--- config.mk ---
export PLATFORM = sky130hd
export DESIGN_NAME = irq_status_unit
export DESIGN_NICKNAME = d
export VERILOG_FILES = /design/src/rtl/irq_su_pkg.sv /design/src/rtl/irq_event_map.sv /design/src/rtl/irq_status_reg.sv /design/src/rtl/irq_mask_reg.sv /design/src/rtl/irq_status_unit.sv
export SDC_FILE = /design/constraint.sdc
export NUM_CORES = 1
export LEC_CHECK = 0
export CAP_MARGIN = 20
export CORE_UTILIZATION = 45
export CTS_CLUSTER_SIZE = 20
export DETAILED_ROUTE_END_ITERATION = 8
export GPL_ROUTABILITY_DRIVEN = 1
export PLACE_DENSITY = 0.8
export SLEW_MARGIN = 20
export SYNTH_ARGS = -nofsm -noshare
export SYNTH_HDL_FRONTEND = slang
export SYNTH_SLANG_ARGS = --single-unit
--- constraint.sdc ---
create_clock -name clk -period 4.2 [get_ports clk]
set_input_delay 1.05 -clock clk [delete_from_list [all_inputs] [get_ports clk]]
set_output_delay 1.05 -clock clk [all_outputs]
set_load 0.05 [all_outputs]
--- src/rtl/irq_su_pkg.sv ---
package irq_su_pkg;
  localparam int NUM_SRC = 10;
  localparam int REG_W   = 32;
  localparam int ADDR_W  = 8;

  localparam logic [ADDR_W-1:0] OFS_STATUS = 8'h40;
  localparam logic [ADDR_W-1:0] OFS_SET    = 8'h44;
  localparam logic [ADDR_W-1:0] OFS_MASK   = 8'h48;

  typedef enum logic [1:0] {SEL_NONE, SEL_STATUS, SEL_SET, SEL_MASK} reg_sel_e;

  // fixed status bit for each event source
  function automatic int src_bit_pos(input int k);
    case (k)
      0: return 31;
      1: return 30;
      2: return 29;
      3: return 28;
      4: return 27;
      5: return 24;
      6: return 22;
      7: return 20;
      8: return 19;
      default: return 18;
    endcase
  endfunction

  function automatic logic irq_pending(input logic [REG_W-1:0] st,
                                       input logic [REG_W-1:0] mk);
    return |(st & ~mk);
  endfunction

  function automatic reg_sel_e decode_ofs(input logic [ADDR_W-1:0] a);
    case (a)
      OFS_STATUS: return SEL_STATUS;
      OFS_SET:    return SEL_SET;
      OFS_MASK:   return SEL_MASK;
      default:    return SEL_NONE;
    endcase
  endfunction
endpackage

--- src/rtl/irq_event_map.sv ---
module irq_event_map
  import irq_su_pkg::*;
#(
  parameter int N_SRC = NUM_SRC,
  parameter int W     = REG_W
) (
  input  logic [N_SRC-1:0] evt,
  output logic [W-1:0]     ev_bits
);
  always_comb begin
    ev_bits = '0;
    for (int k = 0; k < N_SRC; k++) begin
      ev_bits[src_bit_pos(k)] = ev_bits[src_bit_pos(k)] | evt[k];
    end
  end
endmodule

--- src/rtl/irq_status_reg.sv ---
module irq_status_reg #(
  parameter int W = 32
) (
  input  logic         clk,
  input  logic         rst_n,
  input  logic [W-1:0] ev_bits,
  input  logic [W-1:0] set_bits,
  input  logic [W-1:0] clr_bits,
  output logic [W-1:0] status_q
);
  always_ff @(posedge clk or negedge rst_n) begin
    if (!rst_n) status_q <= '0;
    else        status_q <= (status_q & ~clr_bits) | set_bits | ev_bits;
  end
endmodule

--- src/rtl/irq_mask_reg.sv ---
module irq_mask_reg #(
  parameter int W = 32
) (
  input  logic         clk,
  input  logic         rst_n,
  input  logic         we,
  input  logic [W-1:0] wdata,
  output logic [W-1:0] mask_q
);
  always_ff @(posedge clk or negedge rst_n) begin
    if (!rst_n)  mask_q <= '1;
    else if (we) mask_q <= wdata;
  end
endmodule

--- src/rtl/irq_status_unit.sv ---
module irq_status_unit
  import irq_su_pkg::*;
#(
  parameter int N_SRC = NUM_SRC,
  parameter int W     = REG_W,
  parameter int AW    = ADDR_W
) (
  input  logic             clk,
  input  logic             rst_n,
  input  logic             wr_en,
  input  logic [AW-1:0]    addr,
  input  logic [W-1:0]     wdata,
  output logic [W-1:0]     rdata,
  input  logic [N_SRC-1:0] evt,
  output logic             irq
);
  reg_sel_e   sel;
  logic [W-1:0] ev_bits, set_bits, clr_bits;
  logic [W-1:0] status_q, mask_q;
  logic         mask_we;
  logic         irq_q;

  assign sel      = decode_ofs(addr);
  assign set_bits = (wr_en && sel == SEL_SET)    ? wdata : '0;
  assign clr_bits = (wr_en && sel == SEL_STATUS) ? wdata : '0;
  assign mask_we  = wr_en && sel == SEL_MASK;

  irq_event_map #(.N_SRC(N_SRC), .W(W)) u_map (
    .evt(evt), .ev_bits(ev_bits)
  );

  irq_status_reg #(.W(W)) u_status (
    .clk(clk), .rst_n(rst_n), .ev_bits(ev_bits),
    .set_bits(set_bits), .clr_bits(clr_bits), .status_q(status_q)
  );

  irq_mask_reg #(.W(W)) u_mask (
    .clk(clk), .rst_n(rst_n), .we(mask_we), .wdata(wdata), .mask_q(mask_q)
  );

  always_ff @(posedge clk or negedge rst_n) begin
    if (!rst_n) irq_q <= 1'b0;
    else        irq_q <= irq_pending(status_q, mask_q);
  end
  assign irq = irq_q;

  always_comb begin
    case (sel)
      SEL_STATUS: rdata = status_q;
      SEL_MASK:   rdata = mask_q;
      default:    rdata = '0;
    endcase
  end
endmodule

Yosys cells after proc, flatten, opt, wreduce, memory -nomap -nowiden --
Cells that the tools add are included.
Storage, ports and cells: word-level logic and storage cells 23, bits in registers 65, output and inout bits 33, bits of input ports 53
Cells by class: reductions and logical operators 4, multiplexer cells 4, equal/unequal tests 6, bitwise logic cells 6
Operators with widths (count):
- 32-bit bitwise AND | 2
- 32-bit two-way mux | 2
- 32-bit NOT | 2
- 32-bit bitwise OR | 2
- 32-bit one-hot mux with 2 select lines | 1
- 32-bit OR reduction | 1
- 8-bit by 7-bit equality test with 1-bit output (second input constant) | 3
- 2-bit one-hot mux with 3 select lines | 1
- 2-bit equality test (second input constant) | 2
- 1-bit logical AND | 3
- 2-bit by 1-bit equality test with 1-bit output (second input constant) | 1

Depth between registers and ports, before layout --
Gate-level depths: netlist of run 1.
depth after elaboration 9, depth in mapped cells 6, mapped depth without buffers 4

Cells and area by module --
A second synthesis of run 1 with hierarchy kept.
Unflattened totals: cells, all modules 432, area total of the unflattened synthesis 4062.6 µm²
Modules (own cells, without submodules):
- irq_mask_reg | cells an instance 68, seq. area each 840.8 µm², area an instance 1385.1 µm², times used 1
- irq_status_unit | cells an instance 203, seq. area each 25.0 µm², area an instance 1232.4 µm², times used 1
- irq_status_reg | cells an instance 128, seq. area each 800.8 µm², area an instance 1201.2 µm², times used 1
- irq_event_map | cells an instance 33, seq. area each 0.0 µm², area an instance 244.0 µm², times used 1

Least setup slack after synthesis of run 1 --
Ideal clock, no wire load.
kind input port to output port, from input addr[7], to output rdata[10], stages 4, arrival 2.679 ns, buffers on the path 1, data required time 3.150 ns, setup slack 0.471 ns, cells stage by stage or4b_4 nor3b_1 buf_2 a22o_1
On the way: longest elaborated chain between the ends 4, elaborated cells between the ends (all ways) 7, classes of those cells eq/ne (5); mux (2)
RTL lines:
- start: declaration | line irq_status_unit.sv:11 | input logic [AW-1:0] addr,
- 8-bit by 7-bit equality test with 1-bit output | line irq_su_pkg.sv:34 | case (a)
- 2-bit one-hot mux with 3 select lines * | line irq_su_pkg.sv:34
- 2-bit equality test / 2-bit by 1-bit equality test with 1-bit output (equally long branches) | line irq_status_unit.sv:48 | case (sel)
- 32-bit one-hot mux with 2 select lines * | line irq_status_unit.sv:48
- end: declaration | line irq_status_unit.sv:13 | output logic [W-1:0] rdata,
Every way passes the cells marked *; elsewhere a longest branch is shown, timed or not.

Worst setup path after layout of run 1 --
from input addr[7], to output rdata[22]
The elaborated chain is that of the path after synthesis.

==> impl_metrics.json, run 1 <==
{
  "routabilityCongestion": 0.765,
  "die_x_um": 85.4,
  "ant_nets": 0,
  "hold_ws_ns": 0.529,
  "p_clk_share_pct": 40.1,
  "drc": 0,
  "critPathArrivalTime_ns": 2.98,
  "cts_tree": "done",
  "ctsHoldBuffers": 0,
  "io_pins": 86,
  "maxSlewViolCount": 0,
  "ys_async_sr_fraction_pct": 100,
  "netlist_area_sq_mm": 0.00313,
  "clkTransAtPathRegs_ns": 0.06,
  "hp-class": "reg -> reg",
  "fmax_mhz": 248,
  "leakagePower_nw": 1.94,
  "seqPwrFrac_pct": 51.2,
  "dpl_worst_slack_ns": 0.191,
  "r2r_cells": 3,
  "fin_area_sq_mm": 0.00463,
  "cp.required_ns": 3.15,
  "synth_cell_types": 21,
  "synth_edf_count": 0,
  "placed_cell_area_sq_mm": 0.00443,
  "cts_resized": 0,
  "grt_pass1_vias": 2565,
  "syn_to_final_growth_pct": 47.9,
  "p_per_area_mw_per_mm2": 288,
  "initial_core_util_pct": 46.3,
  "regArea_sq_mm": 0.00167,
  "max_slew_margin_pct": 42.5,
  "diodes": 0,
  "syn_inst": 271,
  "p_comb_share_pct": 8.7,
  "r2r_slack_ns": 2.86,
  "power_w": 0.00134,
  "wire_per_inst_um": 17.5,
  "intPower_w": 0.00104,
  "drt-total-wl_um": 7750,
  "cts_sinks": 65,
  "rows": 30,
  "clk_latency_ns": 0.33,
  "r2r-end": "irq",
  "overflow": 0,
  "critPathLaunchType": "input port",
  "syn_area_per_cell_sq_um": 11.6,
  "grt_pass1_wl_um": 12800,
  "post-route-period-util_pct": 96.0,
  "drive_gt1_share_pct": 25.8,
  "crit_start": "addr[7]",
  "post_cts_buffers": 0,
  "vias": 2538,
  "drtPass1Iterations": 4,
  "end_kind": "output pin",
  "hold_viol": 0,
  "dieArea_sq_mm": 0.00729,
  "syn-num-nets": 324,
  "max_cap_viol_count": 0,
  "num-nets-final": 412,
  "setup_violations": 0,
  "multi_input_area_sq_mm": 0.00128,
  "ctsHtreeMaxLevel": 3,
  "outcome": "finished, final reports clean",
  "drtIter0Drc": 100,
  "hpwl_um": 5480,
  "synthFlopType": "dfrtp_1",
  "grt_max_degree": 36,
  "ir_drop_v": 0.000170,
  "synth-seq-cells": 65,
  "core_area_sq_mm": 0.00676,
  "cts_root_buffer": "clkbuf_8",
  "cts.path.max_buffers": 2,
  "antenna_found_initial": 0,
  "swShare_pct": 22.3,
  "fp.dieH_um": 85.4,
  "clock_skew_ns": 0.00544,
  "min_period_ns": 4.03,
  "r2r-start": "u_mask.mask_q[24]",
  "viasPerCell": 5.72,
  "numCtsBuffers": 9,
  "ys_seq_area_share_pct": 53.2,
  "crit_type": "in -> out",
  "grt_util_all_layers_pct": 22.9,
  "io_buffers": 85,
  "fill_cells": 479,
  "setup_ws_ns": 0.167,
  "cp_max_fo": 15,
  "worst_pin_slew_ns": 0.860,
  "p_sw_w": 0.000298,
  "rsz0062_at_grt": "false",
  "yosys_warnings": 0,
  "tns_ns": 0,
  "crit_end": "rdata[22]"
}
## logic make-up after synthesis
kind of cell | after synthesis | synth area share (%)
buffers and inverters | 49 | 6.39
DFF | 65 | 53.2
AOI/OAI and AO/OA | 80 | 21.5
and+or+nand+nor | 45 | 7.35
muxes | 32 | 11.5
## worst max-delay path, cell delays in order
cell             delay, ns
clkdlybuf4s50_1       0.40
or4b_4                0.60
nor3b_4               0.26
buf_4                 0.27
a22o_1                0.24
buf_12                0.16
## cells in the final DEF, fill, tap and decap left out
master,count
a221o_1,10
a22o_1,54
and4b_1,1
buf_12,35
buf_2,1
buf_4,5
bufinv_16,1
clkbuf_1,2
clkbuf_8,11
clkdlybuf4s50_1,52
clkinv_2,2
dfrtp_1,33
dfstp_2,32
inv_1,33
mux2_1,30
mux2_2,2
nand2_1,32
nand2_2,1
nand3_1,1
nand4_1,1
nor3_1,1
nor3b_2,1
nor3b_4,1
nor4_1,4
nor4_4,1
o22ai_1,16
or4b_4,1
## power by group through the flow
stage,Clock (W),Combinational (W),Sequential [W]
after floorplan,0,0.0000365,0.000687
after global placement,0,0.000114,0.000692
after detailed placement,0,0.000118,0.000693
after CTS,0.000545,0.000118,0.000683
after global routing,0.000575,0.000127,0.000687
final,0.000535,0.000116,0.000684
## final cells by class
class	count	area share (%)
Tap cell	80	2.16
Clock inverter	3	0.865
Inverter	33	2.67
Sequential cell	65	36.0
Timing Repair Buffer	93	27.3
Clock buffer	13	3.43
Multi-Input combinational cell	157	27.6
## stage by stage
| stage | util [%] | std cells |
|---|---|---|
| after detailed placement | 65.6 | 428 |
| after global routing | 68.5 | 444 |
| after CTS | 68.5 | 444 |
| after global placement | 65.6 | 428 |
| final | 68.5 | 444 |
| after floorplan | - | 271 |
## worst min path at each step
| stage | slack (ns) | startpoint | to | cells past startpoint |
|---|---|---|---|---|
| 2_1_floorplan | 0.49 | u_status.status_q[0] | u_status.status_q[0] | 1 |
| 3_3_place_gp | 0.50 | u_status.status_q[14] | u_status.status_q[14] | 1 |
| 3_5_place_dp | 0.51 | u_status.status_q[6] | u_status.status_q[6] | 1 |
| 4_1_cts | 0.53 | u_status.status_q[5] | u_status.status_q[5] | 1 |
| 5_1_grt | 0.54 | u_status.status_q[12] | u_status.status_q[12] | 1 |
| 6_report | 0.53 | u_status.status_q[0] | u_status.status_q[0] | 1 |
## cell usage after synthesis, types with 2 or more instances
| cell type | count | area share [%] |
|---|---|---|
| o22ai_1 | 16 | 3.2 |
| a22o_1 | 54 | 15 |
| nand2_1 | 32 | 3.8 |
| clkbuf_1 | 3 | 0.36 |
| inv_1 | 33 | 4.0 |
| dfrtp_1 | 33 | 26 |
| buf_2 | 13 | 2.1 |
| dfstp_2 | 32 | 27 |
| a221o_1 | 10 | 3.2 |
| nor4_1 | 4 | 0.80 |
| mux2_2 | 2 | 0.72 |
| mux2_1 | 30 | 11 |
## layer usage
layer | vias up | GRT usage (%) | share of wire [%] | routed length (um)
li1 | 1174 | - | - | -
met4 | 0 | 4.24 | 0.37 | 29
met2 | 69 | 38.0 | 50 | 3860
met5 | - | 0 | 0 | 0
met3 | 4 | 7.98 | 5.4 | 420
met1 | 1291 | 29.4 | 44 | 3440
## state kept, by name, indices dropped and copies added (netlist names)
name and count:
irq 1, u_mask.mask_q 32, u_status.status_q 32
(Power assumes the default switching activity.)
==> run 2: changes to the inputs <==
ABC_AREA = 1   (was default)
PLACE_DENSITY = 0.77   (was 0.8)
SKIP_CTS_REPAIR_TIMING = 1   (was default)
==> impl_metrics.json, run 2 <==
{
  "crit_start": "addr[1]",
  "num-nets-final": 659,
  "syn_to_final_growth_pct": 40.9,
  "ys_seq_area_share_pct": 45.6,
  "maxSlewViolCount": 0,
  "dieArea_sq_mm": 0.00849,
  "drive_gt1_share_pct": 16.7,
  "post-route-period-util_pct": 94.7,
  "synth_cell_types": 17,
  "syn_inst": 524,
  "clock_skew_ns": 0.00618,
  "r2r-start": "u_mask.mask_q[4]",
  "p_clk_share_pct": 42.1,
  "hold_ws_ns": 0.463,
  "netlist_area_sq_mm": 0.00366,
  "drc": 0,
  "yosys_warnings": 0,
  "yosys.area.top_type": "nand2_1",
  "p_sw_w": 0.000371,
  "p_per_area_mw_per_mm2": 283,
  "synth_edf_count": 0,
  "syn_area_per_cell_sq_um": 6.98,
  "cp.required_ns": 3.15,
  "final_common_cell": "nand2_1",
  "critPathLaunchType": "input port",
  "min_from": "u_mask.mask_q[29]",
  "syn-num-nets": 577,
  "vias": 3819,
  "yosysMostFrequentCell": "nand2_1",
  "fp.dieH_um": 92.1,
  "grt.met2_usage_pct": 45.6,
  "hold_viol": 0,
  "whs_path_depth": 2,
  "synthTopCellsByArea": "nand2_1, dfstp_2, dfrtp_1, nand3_1, nand4_1",
  "synth_top_area_share_pct": 23.6,
  "hp-class": "reg -> reg",
  "grt_pass1_vias": 3709,
  "mostFrequentLayoutCells": "nand2_1, inv_1, clkdlybuf4s50_1, nand3_1, nand4_1",
  "fin_cells": 713,
  "synth_top_family_by_area": "simple AND/OR/NAND/NOR gates",
  "placed_cells": 697,
  "ys_async_sr_fraction_pct": 100,
  "tns_ns": 0,
  "synth_xor_area_share_pct": 0,
  "antenna_found_initial": 0,
  "grt_util_met1_pct": 33.2,
  "max_cap_viol_count": 0,
  "end_kind": "output pin",
  "cts_root_buffer": "clkbuf_8",
  "drtPass1Iterations": 5,
  "fmax_mhz": 251,
  "ctsHtreeMaxLevel": 3,
  "clkTransAtPathRegs_ns": 0.07,
  "grtUsageMet3_pct": 3.73,
  "io_buffers": 85,
  "overflow": 0,
  "intPower_w": 0.00109,
  "leakagePower_nw": 2.36,
  "synth-simple-area-share_pct": 39.2,
  "synthAdderAreaFrac_pct": 0,
  "outcome": "finished, final reports clean",
  "wire_per_inst_um": 14.9,
  "setup_violations": 0,
  "synthMuxAreaShare_pct": 0,
  "clk_latency_ns": 0.35,
  "crit_type": "in -> out",
  "critPathArrivalTime_ns": 2.93,
  "drt-total-wl_um": 10600,
  "synth_compound_area_share_pct": 5.20,
  "utilization_pct": 66.0,
  "fin_area_sq_mm": 0.00515,
  "max_slew_margin_pct": 54.0,
  "synth_common_cells": "nand2_1, inv_1, nand3_1",
  "grt_max_degree": 66,
  "busiest_layer": "met2",
  "synthFlopType": "dfrtp_1",
  "seqPwrFrac_pct": 46.6,
  "min_period_ns": 3.98,
  "core_area_sq_mm": 0.00781,
  "die_x_um": 92.1,
  "p_comb_share_pct": 11.3,
  "grt_pass1_wl_um": 17400,
  "routabilityCongestion": 0.855,
  "ant_nets": 0,
  "r2r_cells": 7,
  "cp_max_fo": 6,
  "cts_tree": "done",
  "numCtsBuffers": 9,
  "cts_sinks": 65,
  "drtIter0Drc": 284,
  "ir_drop_v": 0.000201,
  "swShare_pct": 25.4,
  "diodes": 0,
  "initial_core_util_pct": 46.8,
  "synth-seq-cells": 65,
  "cts.path.max_buffers": 2,
  "placed_cell_area_sq_mm": 0.00492,
  "viasPerCell": 5.36,
  "rsz0062_at_grt": "false",
  "hpwl_um": 7060,
  "io_pins": 86,
  "rows": 32,
  "worst_pin_slew_ns": 0.689,
  "grt_util_all_layers_pct": 26.4
}
## run 2: changes by cell type after synthesis, sizes merged, moves of 17 or more
cell,change
inv,+24
nand3,+49
o21ai,+38
nand4,+35
nand2,+197
mux2,-32
nor2,+17
a22o,-54
## run 2: routing by layer
layer | share of wire, % | vias up
met1 | 41 | 1796
met4 | 2.1 | 0
met2 | 50 | 181
met5 | 0 | -
met3 | 7.0 | 18
li1 | - | 1824
## run 2: kinds of logic (layout without fill, tap and decap cells)
kind of cell	count (synthesis)	count (layout)
DFF	65	65
and+or+nand+nor	335	335
buffers and inverters	86	173
AOI/OAI and AO/OA	38	38
## run 2: per-stage QoR
stage               power (W)  setup slack [ns]
floorplan            0.000754             0.509
global placement     0.000847             0.267
detailed placement   0.000852             0.229
CTS                   0.00146             0.222
global route          0.00150             0.103
finish                0.00146             0.222
## run 2: final timing paths
kind,to,slack (ns)
setup / recovery,rdata[7],0.22
hold / removal,u_mask.mask_q[29],0.46
setup reg to reg,irq,3.03
hold reg to reg,u_mask.mask_q[29],0.46
max in group asynchronous,u_mask.mask_q[7],2.60
min in group asynchronous,u_status.status_q[26],0.64
## run 2: worst max-delay path: stages
cell             delay, ns
clkdlybuf4s50_1       0.46
nor2_1                0.23
nand2_1               0.13
nor2_4                0.09
nand3_1               0.30
o21ai_0               0.46
buf_12                0.19
## run 2: area by class of cell
class | instances | area (sq um)
timing repair buffer | 100 | 1290
tap | 102 | 128
clock buffer | 10 | 138
clock inverter | 6 | 90.1
inverter | 57 | 214
fill | 645 | 2660
sequential | 65 | 1670
multi-input combinational | 373 | 1630
## run 2: power by group through the flow
stage | registers, W | clock network, W | logic, W
2_1_floorplan | 0.000685 | 0 | 0.0000697
3_3_place_gp | 0.000687 | 0 | 0.000160
3_5_place_dp | 0.000688 | 0 | 0.000164
4_1_cts | 0.000678 | 0.000616 | 0.000164
5_1_grt | 0.000681 | 0.000637 | 0.000183
6_report | 0.000678 | 0.000613 | 0.000165
